<file path="src/rtl/pwr_clk_ctrl.sv">
module pwr_clk_ctrl (
  input  logic       clk,
  input  logic       rst_n,
  input  logic       wr_en,
  input  logic       wr_idle_en,
  input  logic [1:0] wr_src_sel,
  input  logic       sleep_cmd,
  input  logic       wake_cmd,
  input  logic       pri_rdy,
  input  logic       sec_rdy,
  input  logic       rc_rdy,
  output logic [1:0] src_mux,
  output logic       cpu_clk_en,
  output logic       per_clk_en,
  output logic [2:0] mode_code,
  output logic       switch_pending
);
  localparam logic [1:0] SRC_PRI = 2'b10;
  localparam logic [1:0] SRC_SEC = 2'b01;
  localparam logic [1:0] SRC_RC  = 2'b11;

  typedef enum logic [1:0] {M_RUN, M_IDLE, M_SLEEP} mode_t;

  mode_t      mode_q;
  logic       idle_q;
  logic [1:0] sel_q, src_q, want;

  function automatic logic [1:0] norm(input logic [1:0] s);
    return (s == 2'b00) ? SRC_PRI : s;
  endfunction

  function automatic logic rdy_of(input logic [1:0] s);
    case (s)
      SRC_SEC: return sec_rdy;
      SRC_RC:  return rc_rdy;
      default: return pri_rdy;
    endcase
  endfunction

  assign want = wr_en ? norm(wr_src_sel) : norm(sel_q);

  always_ff @(posedge clk or negedge rst_n) begin
    if (!rst_n) begin
      mode_q <= M_RUN;
      idle_q <= 1'b0;
      sel_q  <= SRC_PRI;
      src_q  <= SRC_PRI;
    end else begin
      if (wr_en) begin
        idle_q <= wr_idle_en;
        sel_q  <= wr_src_sel;
      end
      if (rdy_of(want)) src_q <= want;
      case (mode_q)
        M_RUN:   if (sleep_cmd) mode_q <= idle_q ? M_IDLE : M_SLEEP;
        default: if (wake_cmd) mode_q <= M_RUN;
      endcase
    end
  end

  assign cpu_clk_en     = (mode_q == M_RUN);
  assign per_clk_en     = (mode_q != M_SLEEP);
  assign src_mux        = (mode_q == M_SLEEP) ? 2'b00 : src_q;
  assign mode_code      = (mode_q == M_SLEEP) ? 3'd0 : {mode_q == M_IDLE, src_q};
  assign switch_pending = (norm(sel_q) != src_q);

  a_r4_idle_entry: assert property (@(posedge clk) disable iff (!rst_n)
    (mode_q == M_RUN && sleep_cmd && idle_q) |=> (cpu_clk_en == 1'b0 && per_clk_en == 1'b1));
  a_r4_sleep_entry: assert property (@(posedge clk) disable iff (!rst_n)
    (mode_q == M_RUN && sleep_cmd && !idle_q) |=> (mode_code == 3'd0));
  a_r5_idle_holds: assert property (@(posedge clk) disable iff (!rst_n)
    (mode_q == M_IDLE && !wake_cmd) |=> (per_clk_en && !cpu_clk_en));
  a_r6_ready_write: assert property (@(posedge clk) disable iff (!rst_n)
    (wr_en && rdy_of(norm(wr_src_sel))) |=> !switch_pending);
  a_r7_hold_source: assert property (@(posedge clk) disable iff (!rst_n)
    (!wr_en && switch_pending && !rdy_of(norm(sel_q))) |=> $stable(src_q));
  a_r7_retry: assert property (@(posedge clk) disable iff (!rst_n)
    (!wr_en && switch_pending && rdy_of(norm(sel_q))) |=> !switch_pending);
  a_r8_run_stays: assert property (@(posedge clk) disable iff (!rst_n)
    (mode_q == M_RUN && !sleep_cmd) |=> cpu_clk_en);
  a_r2_sleep_dark: assert property (@(posedge clk) disable iff (!rst_n)
    (mode_code == 3'd0) |-> (!cpu_clk_en && !per_clk_en && src_mux == 2'b00));
endmodule

</file>
<file path="config.mk">
export PLATFORM = sky130hd
export DESIGN_NAME = pwr_clk_ctrl
export DESIGN_NICKNAME = d
export VERILOG_FILES = /design/src/rtl/pwr_clk_ctrl.sv
export SDC_FILE = /design/constraint.sdc
export NUM_CORES = 1
export LEC_CHECK = 0
export BUFFER_PORTS_ARGS = -buffer_cell sky130_fd_sc_hd__buf_2
export CAP_MARGIN = 20
export CORE_AREA = 2 2 39 41
export CTS_CLUSTER_DIAMETER = 30
export DETAILED_ROUTE_END_ITERATION = 7
export DIE_AREA = 0 0 41 43
export PLACE_DENSITY_LB_ADDON = 0.1
export RECOVER_POWER = 25
export SLEW_MARGIN = 20
export SYNTH_ARGS = -nofsm -noshare
export SYNTH_HDL_FRONTEND = slang
export SYNTH_SLANG_ARGS = --single-unit
</file>
<file path="constraint.sdc">
create_clock -name clk -period 3.4 [get_ports clk]
set_clock_uncertainty 0.2 [all_clocks]
set_input_delay 0.68 -clock clk [delete_from_list [all_inputs] [get_ports clk]]
set_output_delay 0.68 -clock clk [all_outputs]
set_load 0.005 [all_outputs]
</file>
==> impl_metrics.csv, run 1 <==
group,metric,value,unit
status,outcome,"complete, no violations",
cts,ctsResizeCount,0,
logic_synthesis,synthesis.area,399,sq um
die,die_w,41,um
placement,numPortBuffers,18,
worst_hold_path,hold_class,"primary input to asynchronous set/reset pin",
grt,grt_pass1_wl,1240,um
timing,max-slew-margin-rel,75.0,%
timing,rsz0062_at_grt,"no",
finish,drive_above_1_share,44.8,%
cts,clk_root_buffer_cell,"clkbuf_4",
finish,nets,70,
detailed_routing,drt-total-wl,808,um
power_and_ir_drop,power.switching,72.8,uW
logic_synthesis,syn_nets,49,
setup_path,worstSetupStartpointType,"flop",
power_and_ir_drop,total_power,257,uW
grt,grt_pass1_vias,303,
logic_synthesis,postSynthCellCount,38,
placement,post-place-ws,1600,ps
setup_path,worst_ep_required_time,2520,ps
timing,final.setup.worst_slack,1330,ps
cts,worstSkewPairLatency,240,ps
timing,slew_violations,0,
timing,post-route-min-period,2070,ps
power_and_ir_drop,p_per_area,495,nW/um^2
power_and_ir_drop,seq_power_share,42.1,%
power_and_ir_drop,ir_worst_vdd,0.212,mV
setup_path,r2r_slack,2050,ps
detailed_routing,vias,337,
detailed_routing,drc,0,
grt,grt_max_degree,8,
finish,diodes,0,
timing,worstMarginPinSlew,376,ps
detailed_routing,firstDrtPassIters,4,
cts,cts_buffers,3,
logic_synthesis,synthSimpleGateAreaFrac,25.7,%
power_and_ir_drop,power.internal,185,uW
die,fp.dieH,43,um
cts,clock-sinks,7,
grt,antenna_found_initial,0,
cts,cts_tree,"built",
cts,clkSlewWorstSetupHoldPaths,50,ps
setup_path,regToRegEndpoint,"src_q[0]",
timing,fmax,0.484,GHz
setup_path,r2r_start,"sel_q[0]",
die,io-pin-count,19,
logic_synthesis,muxShareOfSynthArea,9.09,%
power_and_ir_drop,p_sw_share,28.3,%
logic_synthesis,yosys_register_bits,7,
setup_path,critPathMaxFanout,6,
placement,hpwlAfterDp,669,um
cts,htree_levels,1,
timing,setup_viol_count_final,0,
timing,tns,0,ps
logic_synthesis,synth-xor-area-share,2.19,%
logic_synthesis,yosysSeqAreaShare,44.5,%
finish,syn_to_final_growth,30.1,%
setup_path,worstSetupStartpoint,"src_q[1]",
job,maxCapViolCount,0,
logic_synthesis,yosysWarnings,0,
detailed_routing,postRouteAntennaNets,0,
logic_synthesis,synth_area_leaders,"dfrtp_1, dfstp_2, a32o_1, nor2b_1, buf_4",
power_and_ir_drop,p_leak,0.000245,uW
cts,hold_buffers,0,
cts,cts.path.max_buffers,2,
grt,track_usage,11.0,%
logic_synthesis,synth_area_leader_cell,"dfrtp_1",
grt,grt_overflow,0,
power_and_ir_drop,combinationalPowerShare,29.4,%
placement,gp_congestion,0.780,
setup_path,worstPathArrival,1190,ps
logic_synthesis,ys_types,23,
logic_synthesis,synth_top_family_by_area,"simple AND/OR/NAND/NOR gates",
detailed_routing,wire_per_inst,10.9,um
timing,fin_crit_sh,60.8,%
logic_synthesis,synth_top_cell_area_share,31.3,%
die,die_area,1760,sq um
cts,cts_setup_buffers,0,
logic_synthesis,synth_fa_ha_area_share,0,%
timing,hold_ws,121,ps
timing,finalHoldViolations,0,
finish,fin_util,37.5,%
setup_path,endpoint_kind,"primary output",
die,coreArea,1380,sq um
setup_path,worstRegToRegCells,3,
die,start_util,28.8,%
logic_synthesis,syn_avg_cell_area,10.5,sq um
detailed_routing,drt-initial-drc-count,1,
power_and_ir_drop,clkPwrFrac,28.5,%
die,row_count,14,
logic_synthesis,synth-compound-area-share,11.9,%
setup_path,path_class,"flop to primary output",
detailed_routing,viasPerCell,4.55,
-- through the flow --
| step | instances | cell area (sq um) |
|---|---|---|
| 2_1_floorplan | 38 | 399 |
| 3_3_place_gp | 70 | 494 |
| 3_5_place_dp | 70 | 494 |
| 4_1_cts | 74 | 520 |
| 5_1_grt | 74 | 519 |
| 6_report | 74 | 519 |
-- critical path, stage by stage, from the launching register on --
cell	delay, ps
dfstp_2	570
nor3b_1	190
a31oi_1	50
buf_2	130
-- layer usage --
metal | up-vias | wire (um) | GRT usage [%]
li1 | 175 | - | -
met1 | 145 | 376 | 14.2
met2 | 15 | 345 | 15.0
met3 | 2 | 76 | 3.14
met4 | 0 | 10 | 8.00
met5 | - | 0 | 0
-- area by class of cell --
type                    instances  area (sq um)
clock buffers                   4          26.3
fillers                       138           865
multi-input cells              26           195
inverters                       3          11.3
flip-flops and latches          7           178
well taps                      16          20.0
repair buffers                 18          88.8
-- power groups by stage --
| stage | clock network (uW) | logic, uW | registers [uW] |
|---|---|---|---|
| after floorplan | 0 | 51.6 | 106 |
| after global placement | 0 | 77.8 | 110 |
| after detailed placement | 0 | 77.3 | 110 |
| after CTS | 77.7 | 77.8 | 108 |
| after global routing | 84.3 | 87.1 | 111 |
| final | 73.4 | 75.7 | 108 |
-- cells in the mapped netlist --
cell      count
mux2_2        1
o21ai_0       2
nor3b_1       1
or3b_4        1
xnor2_1       1
a21boi_2      1
nand2b_1      1
a32o_1        2
and2_1        2
nand4_1       1
inv_1         3
mux2i_1       1
dfrtp_1       5
nand4b_1      1
nand2_1       1
nand3b_1      2
dfstp_2       2
nor2b_1       3
buf_4         2
nand3_1       1
a31oi_1       1
mux2_4        1
nor2_1        2
-- how the worst max path moves through the flow --
stage                           endpoint  slack (ps)
after global routing      switch_pending        1240
after detailed placement  switch_pending        1600
final                     switch_pending        1330
after global placement          src_q[0]        1610
after floorplan               src_mux[0]        1670
after CTS                 switch_pending        1330
-- state kept, by name, indices dropped and copies added (netlist names) --
| name | cells |
|---|---|
| idle_q | 1 |
| sel_q | 2 |
| mode_q | 2 |
| src_q | 2 |
-- cell families (layout without fill, tap and decap cells) --
| kind of cell | Yosys count | in the layout |
|---|---|---|
| xor gates and xnor gates | 1 | 1 |
| muxes | 3 | 3 |
| DFF | 7 | 7 |
| and+or+nand+nor | 16 | 16 |
| buffers and inverters | 5 | 25 |
| AOI/OAI and AO/OA | 6 | 6 |
-- layout by cell type, fill, tap and decap left out, drive strengths merged --
master,n
nand4,1
clkbuf,5
nor3b,1
nand2b,1
dfstp,2
and2,2
a21boi,1
a31oi,1
nor2,2
nand3b,2
nand2,1
nor2b,3
buf,17
mux2i,1
inv,3
dfrtp,5
nand3,1
or3b,1
xnor2,1
a32o,2
nand4b,1
mux2,2
o21ai,2
No activity file was read; power rests on OpenSTA's default activity.
==> run 2, diff against run 1 <==
==> constraint.sdc (replaced) <==
create_clock -name clk -period 2 [get_ports clk]
set_clock_uncertainty 0.2 [all_clocks]
set_input_delay 0.4 -clock clk [delete_from_list [all_inputs] [get_ports clk]]
set_output_delay 0.4 -clock clk [all_outputs]
set_load 0.005 [all_outputs]
==> run 2 against run 1 <==
Hold slack improved by 48 ps. Sequential share of layout area decreased by 0.65 points. Total power increased by 71%. Highest routed layer unchanged.
==> impl_metrics.csv, run 2 (synthesized netlist as in run 1, its figures left out) <==
group,metric,value,unit
setup_path,path_cells,"nor3b_1 -> a31oi_1 -> buf_2",
setup_path,crit_cells,3,
timing,fmax,0.560,GHz
job,maxCapViolCount,0,
placement,numPortBuffers,18,
die,fp.dieH,43,um
grt,grt_pass1_vias,303,
detailed_routing,drc,0,
setup_path,endpoint_kind,"primary output",
timing,tns,0,ps
cts,clk_root_buffer_cell,"clkbuf_4",
finish,final_cell_mix,"buf_2, dfrtp_1, nor2b_1, inv_1, clkbuf_4",
detailed_routing,postRouteAntennaNets,0,
detailed_routing,wire_per_inst,10.9,um
timing,post-route-min-period,1790,ps
cts,hold_buffers,1,
worst_hold_path,min_path_cells,3,
worst_hold_path,hold_end,"idle_q",
die,io-pin-count,19,
placement,post-place-ws,481,ps
placement,gp_congestion,0.780,
finish,nets,71,
timing,finalHoldViolations,0,
setup_path,path_class,"flop to primary output",
finish,diodes,0,
placement,hpwlAfterDp,669,um
power_and_ir_drop,p_leak,0.000250,uW
detailed_routing,viasPerCell,4.52,
die,row_count,14,
timing,setup_viol_count_final,0,
grt,track_usage,11.0,%
grt,grt_overflow,0,
timing,worstMarginPinSlew,378,ps
setup_path,worstPathArrival,1190,ps
setup_path,worstRegToRegCells,3,
cts,cts_tree,"built",
grt,grt_pass1_wl,1240,um
cts,clock-sinks,7,
setup_path,slowest_stage,"dfstp_2",
timing,slew_violations,0,
die,coreArea,1380,sq um
worst_hold_path,hold_class,"primary input to flop",
setup_path,regToRegEndpoint,"src_q[0]",
cts,cts_setup_buffers,0,
power_and_ir_drop,ir_worst_vdd,0.356,mV
finish,drive_above_1_share,44.1,%
worst_hold_path,hp-start,"wr_idle_en",
detailed_routing,drt-initial-drc-count,1,
finish,final_common_cell,"buf_2",
cts,cts.path.max_buffers,2,
timing,fin_crit_sh,89.3,%
setup_path,cpLargestDelayFamily,"flip-flops",
detailed_routing,drt-total-wl,815,um
setup_path,worstSetupStartpointType,"flop",
setup_path,critPathBufInv,1,
detailed_routing,firstDrtPassIters,4,
setup_path,r2r_slack,650,ps
timing,rsz0062_at_grt,"no",
die,start_util,28.8,%
cts,clkSlewWorstSetupHoldPaths,50,ps
finish,largest_registers,"mode_q x2, sel_q x2, src_q x2",
die,die_w,41,um
die,die_area,1760,sq um
setup_path,r2r_start,"sel_q[0]",
timing,max-slew-margin-rel,74.8,%
cts,htree_levels,1,
grt,grt_max_degree,8,
detailed_routing,vias,339,
finish,syn_to_final_growth,32.6,%
timing,final.setup.worst_slack,214,ps
cts,worstSkewPairLatency,240,ps
cts,ctsResizeCount,0,
power_and_ir_drop,p_per_area,830,nW/um^2
setup_path,critPathMaxFanout,6,
setup_path,worst_ep_required_time,1400,ps
setup_path,slowest_delay,570,ps
status,outcome,"complete, no violations",
grt,antenna_found_initial,0,
cts,cts_buffers,3,
## run 2: where the power goes
part           switching, uW  internal, uW
registers               19.0           165
logic                   56.3          74.1
clock network           48.8          75.9
## run 2: worst min-delay path: cells and delay by family
family | cells | cell delay (ps)
AO/OA/AOI/OAI | 1 | 60
buffers and inverters | 1 | 80
AND/OR/NAND/NOR | 1 | 40
## run 2: worst max path at each step
stage / from / endpoint / slack, ps
floorplan: mode_q[0] / src_mux[0] / 550
global placement: wr_en / src_q[0] / 490
detailed placement: src_q[1] / switch_pending / 480
CTS: src_q[1] / switch_pending / 210
global route: src_q[1] / switch_pending / 120
finish: src_q[1] / switch_pending / 210
## run 2: layout make-up
cell class / count / area [sq um]
fill: 137 / 855
multi-input combinational: 26 / 195
sequential: 7 / 178
timing repair buffer: 19 / 98.8
clock buffer: 4 / 26.3
tap: 16 / 20.0
inverter: 3 / 11.3
## run 2: through the flow
step           cells  utilization, %  hold slack [ps]  total power, uW  instance area, sq um
2_1_floorplan     38               -            -95.6              268                   399
3_3_place_gp      70            35.7             47.3              319                   494
3_5_place_dp      70            35.7             43.9              318                   494
4_1_cts           75            38.3              167              450                   531
5_1_grt           75            38.2              162              481                   529
6_report          75            38.2              169              439                   529
## run 2: layer usage
layer | global-route usage [%] | share of wire (%) | up-vias | wire length [um]
li1 | - | - | 177 | -
met1 | 14.2 | 47 | 145 | 381
met2 | 15.0 | 43 | 15 | 350
met3 | 3.14 | 9.1 | 2 | 74
met4 | 8.00 | 1.2 | 0 | 10
met5 | 0 | 0 | - | 0
==> run 3, diff against run 2 <==
--- a/config.mk
+++ b/config.mk
@@ -11,8 +11,9 @@
 export CTS_CLUSTER_DIAMETER = 30
 export DETAILED_ROUTE_END_ITERATION = 7
 export DIE_AREA = 0 0 41 43
-export PLACE_DENSITY_LB_ADDON = 0.1
 export RECOVER_POWER = 25
+export REMOVE_ABC_BUFFERS = 1
+export SKIP_LAST_GASP = 1
 export SLEW_MARGIN = 20
 export SYNTH_ARGS = -nofsm -noshare
 export SYNTH_HDL_FRONTEND = slang
==> run 3 against run 2 <==
Sequential power barely moved. Fmax rose by 0.25%. Final area rose by 0.24%. Clock power barely moved. Combinational power barely moved. Highest routed layer unchanged.
==> impl_metrics.csv, run 3 (synthesized netlist as in run 1, its figures left out) <==
group,metric,value,unit
status,outcome,"complete, no violations",
timing,max-slew-margin-rel,77.2,%
setup_path,endpoint_kind,"primary output",
detailed_routing,vias,337,
finish,diodes,0,
placement,postPlaceCellArea,494,sq um
finish,final_common_cell,"buf_2",
cts,cts_buffers,3,
cts,ctsResizeCount,0,
grt,track_usage,10.0,%
detailed_routing,postRouteAntennaNets,0,
worst_hold_path,hp-start,"wr_idle_en",
worst_hold_path,hold_end,"idle_q",
grt,grt_pass1_vias,285,
cts,hold_buffers,1,
power_and_ir_drop,p_leak,0.000252,uW
detailed_routing,viasPerCell,4.49,
finish,drive_above_1_share,45.8,%
finish,syn_to_final_growth,32.9,%
grt,grt_pass1_wl,1090,um
setup_path,worstRegToRegCells,3,
setup_path,r2r_slack,680,ps
grt,grt_overflow,0,
power_and_ir_drop,p_per_area,824,nW/um^2
cts,cts_setup_buffers,0,
timing,post-route-min-period,1780,ps
placement,gp_congestion,0.780,
job,maxCapViolCount,0,
placement,numPortBuffers,18,
die,fp.dieH,43,um
timing,finalHoldViolations,0,
setup_path,worstSetupStartpointType,"flop",
worst_hold_path,min_path_cells,3,
cts,clock-sinks,7,
timing,fin_crit_sh,89.1,%
setup_path,worst_ep_required_time,1400,ps
cts,clkSlewWorstSetupHoldPaths,50,ps
finish,final_cell_mix,"buf_2, dfrtp_1, nor2b_1, inv_1, clkbuf_4",
grt,grt_max_degree,8,
die,die_w,41,um
cts,clk_root_buffer_cell,"clkbuf_4",
power_and_ir_drop,ir_worst_vdd,0.217,mV
setup_path,slowest_stage,"dfstp_2",
timing,rsz0062_at_grt,"no",
finish,nets,71,
die,die_area,1760,sq um
cts,worstSkewPairLatency,250,ps
setup_path,r2r_start,"sel_q[0]",
finish,design_area,531,sq um
timing,setup_viol_count_final,0,
cts,cts.path.max_buffers,2,
detailed_routing,drt-initial-drc-count,3,
die,coreArea,1380,sq um
setup_path,path_class,"flop to primary output",
die,start_util,28.8,%
detailed_routing,drc,0,
detailed_routing,wire_per_inst,9.39,um
setup_path,critPathMaxFanout,6,
finish,largest_registers,"mode_q x2, sel_q x2, src_q x2",
worst_hold_path,hold_class,"primary input to flop",
detailed_routing,drt-total-wl,704,um
setup_path,critPathBufInv,1,
die,io-pin-count,19,
cts,htree_levels,1,
timing,worstMarginPinSlew,342,ps
grt,antenna_found_initial,0,
detailed_routing,firstDrtPassIters,2,
setup_path,path_cells,"nor3b_1 -> a31oi_1 -> buf_2",
setup_path,slowest_delay,570,ps
timing,tns,0,ps
timing,fmax,0.561,GHz
cts,cts_tree,"built",
placement,hpwlAfterDp,570,um
setup_path,cpLargestDelayFamily,"flip-flops",
timing,slew_violations,0,
setup_path,worstPathArrival,1180,ps
setup_path,regToRegEndpoint,"src_q[1]",
die,row_count,14,
-- run 3: changes by cell type in the layout (fill, tap and decap cells not counted), sizes merged --
cell,before,now
clkbuf,5,4
clkinv,0,1
-- run 3: routing by layer --
metal	up-vias	routed length, um	GRT usage, %
li1	174	-	-
met2	15	324	12.5
met3	2	58	3.14
met5	-	0	0
met4	0	8	12.0
met1	146	312	11.6
-- run 3: cell type report --
class	count	area, sq um
Clock buffer	3	22.5
Fill cell	131	853
Tap cell	16	20.0
Inverter	3	11.3
Multi-Input combinational cell	26	195
Timing Repair Buffer	19	98.8
Sequential cell	7	178
Clock inverter	1	5.00
-- run 3: report_power, final --
part           internal [uW]  total [uW]  switching, uW
clock network           73.0         127           53.6
logic                   74.1         127           53.4
registers                165         183           18.0
total                    312         437            125
-- run 3: stage by stage --
| stage | utilization [%] | total power [uW] | instances | setup WS (ps) | hold WS, ps |
|---|---|---|---|---|---|
| after floorplan | - | 254 | 36 | 620 | -95.6 |
| after global placement | 35.7 | 314 | 70 | 494 | 37.8 |
| after detailed placement | 35.7 | 314 | 70 | 485 | 35.7 |
| after CTS | 38.4 | 446 | 75 | 204 | 158 |
| after global routing | 38.3 | 480 | 75 | 149 | 186 |
| final | 38.3 | 437 | 75 | 219 | 164 |
-- run 3: how the worst max path moves through the flow --
stage                   from              to  slack, ps  cells after the start
detailed placement  src_q[1]  switch_pending        490                      3
global route        src_q[1]  switch_pending        150                      3
finish              src_q[1]  switch_pending        220                      3
global placement    src_q[1]  switch_pending        490                      3
CTS                 src_q[1]  switch_pending        200                      3
floorplan           src_q[1]  switch_pending        620                      2
-- run 3: worst min-delay path, cell delays in order --
cell     delay, ps
buf_2           80
nand2_1         40
o21ai_0         60
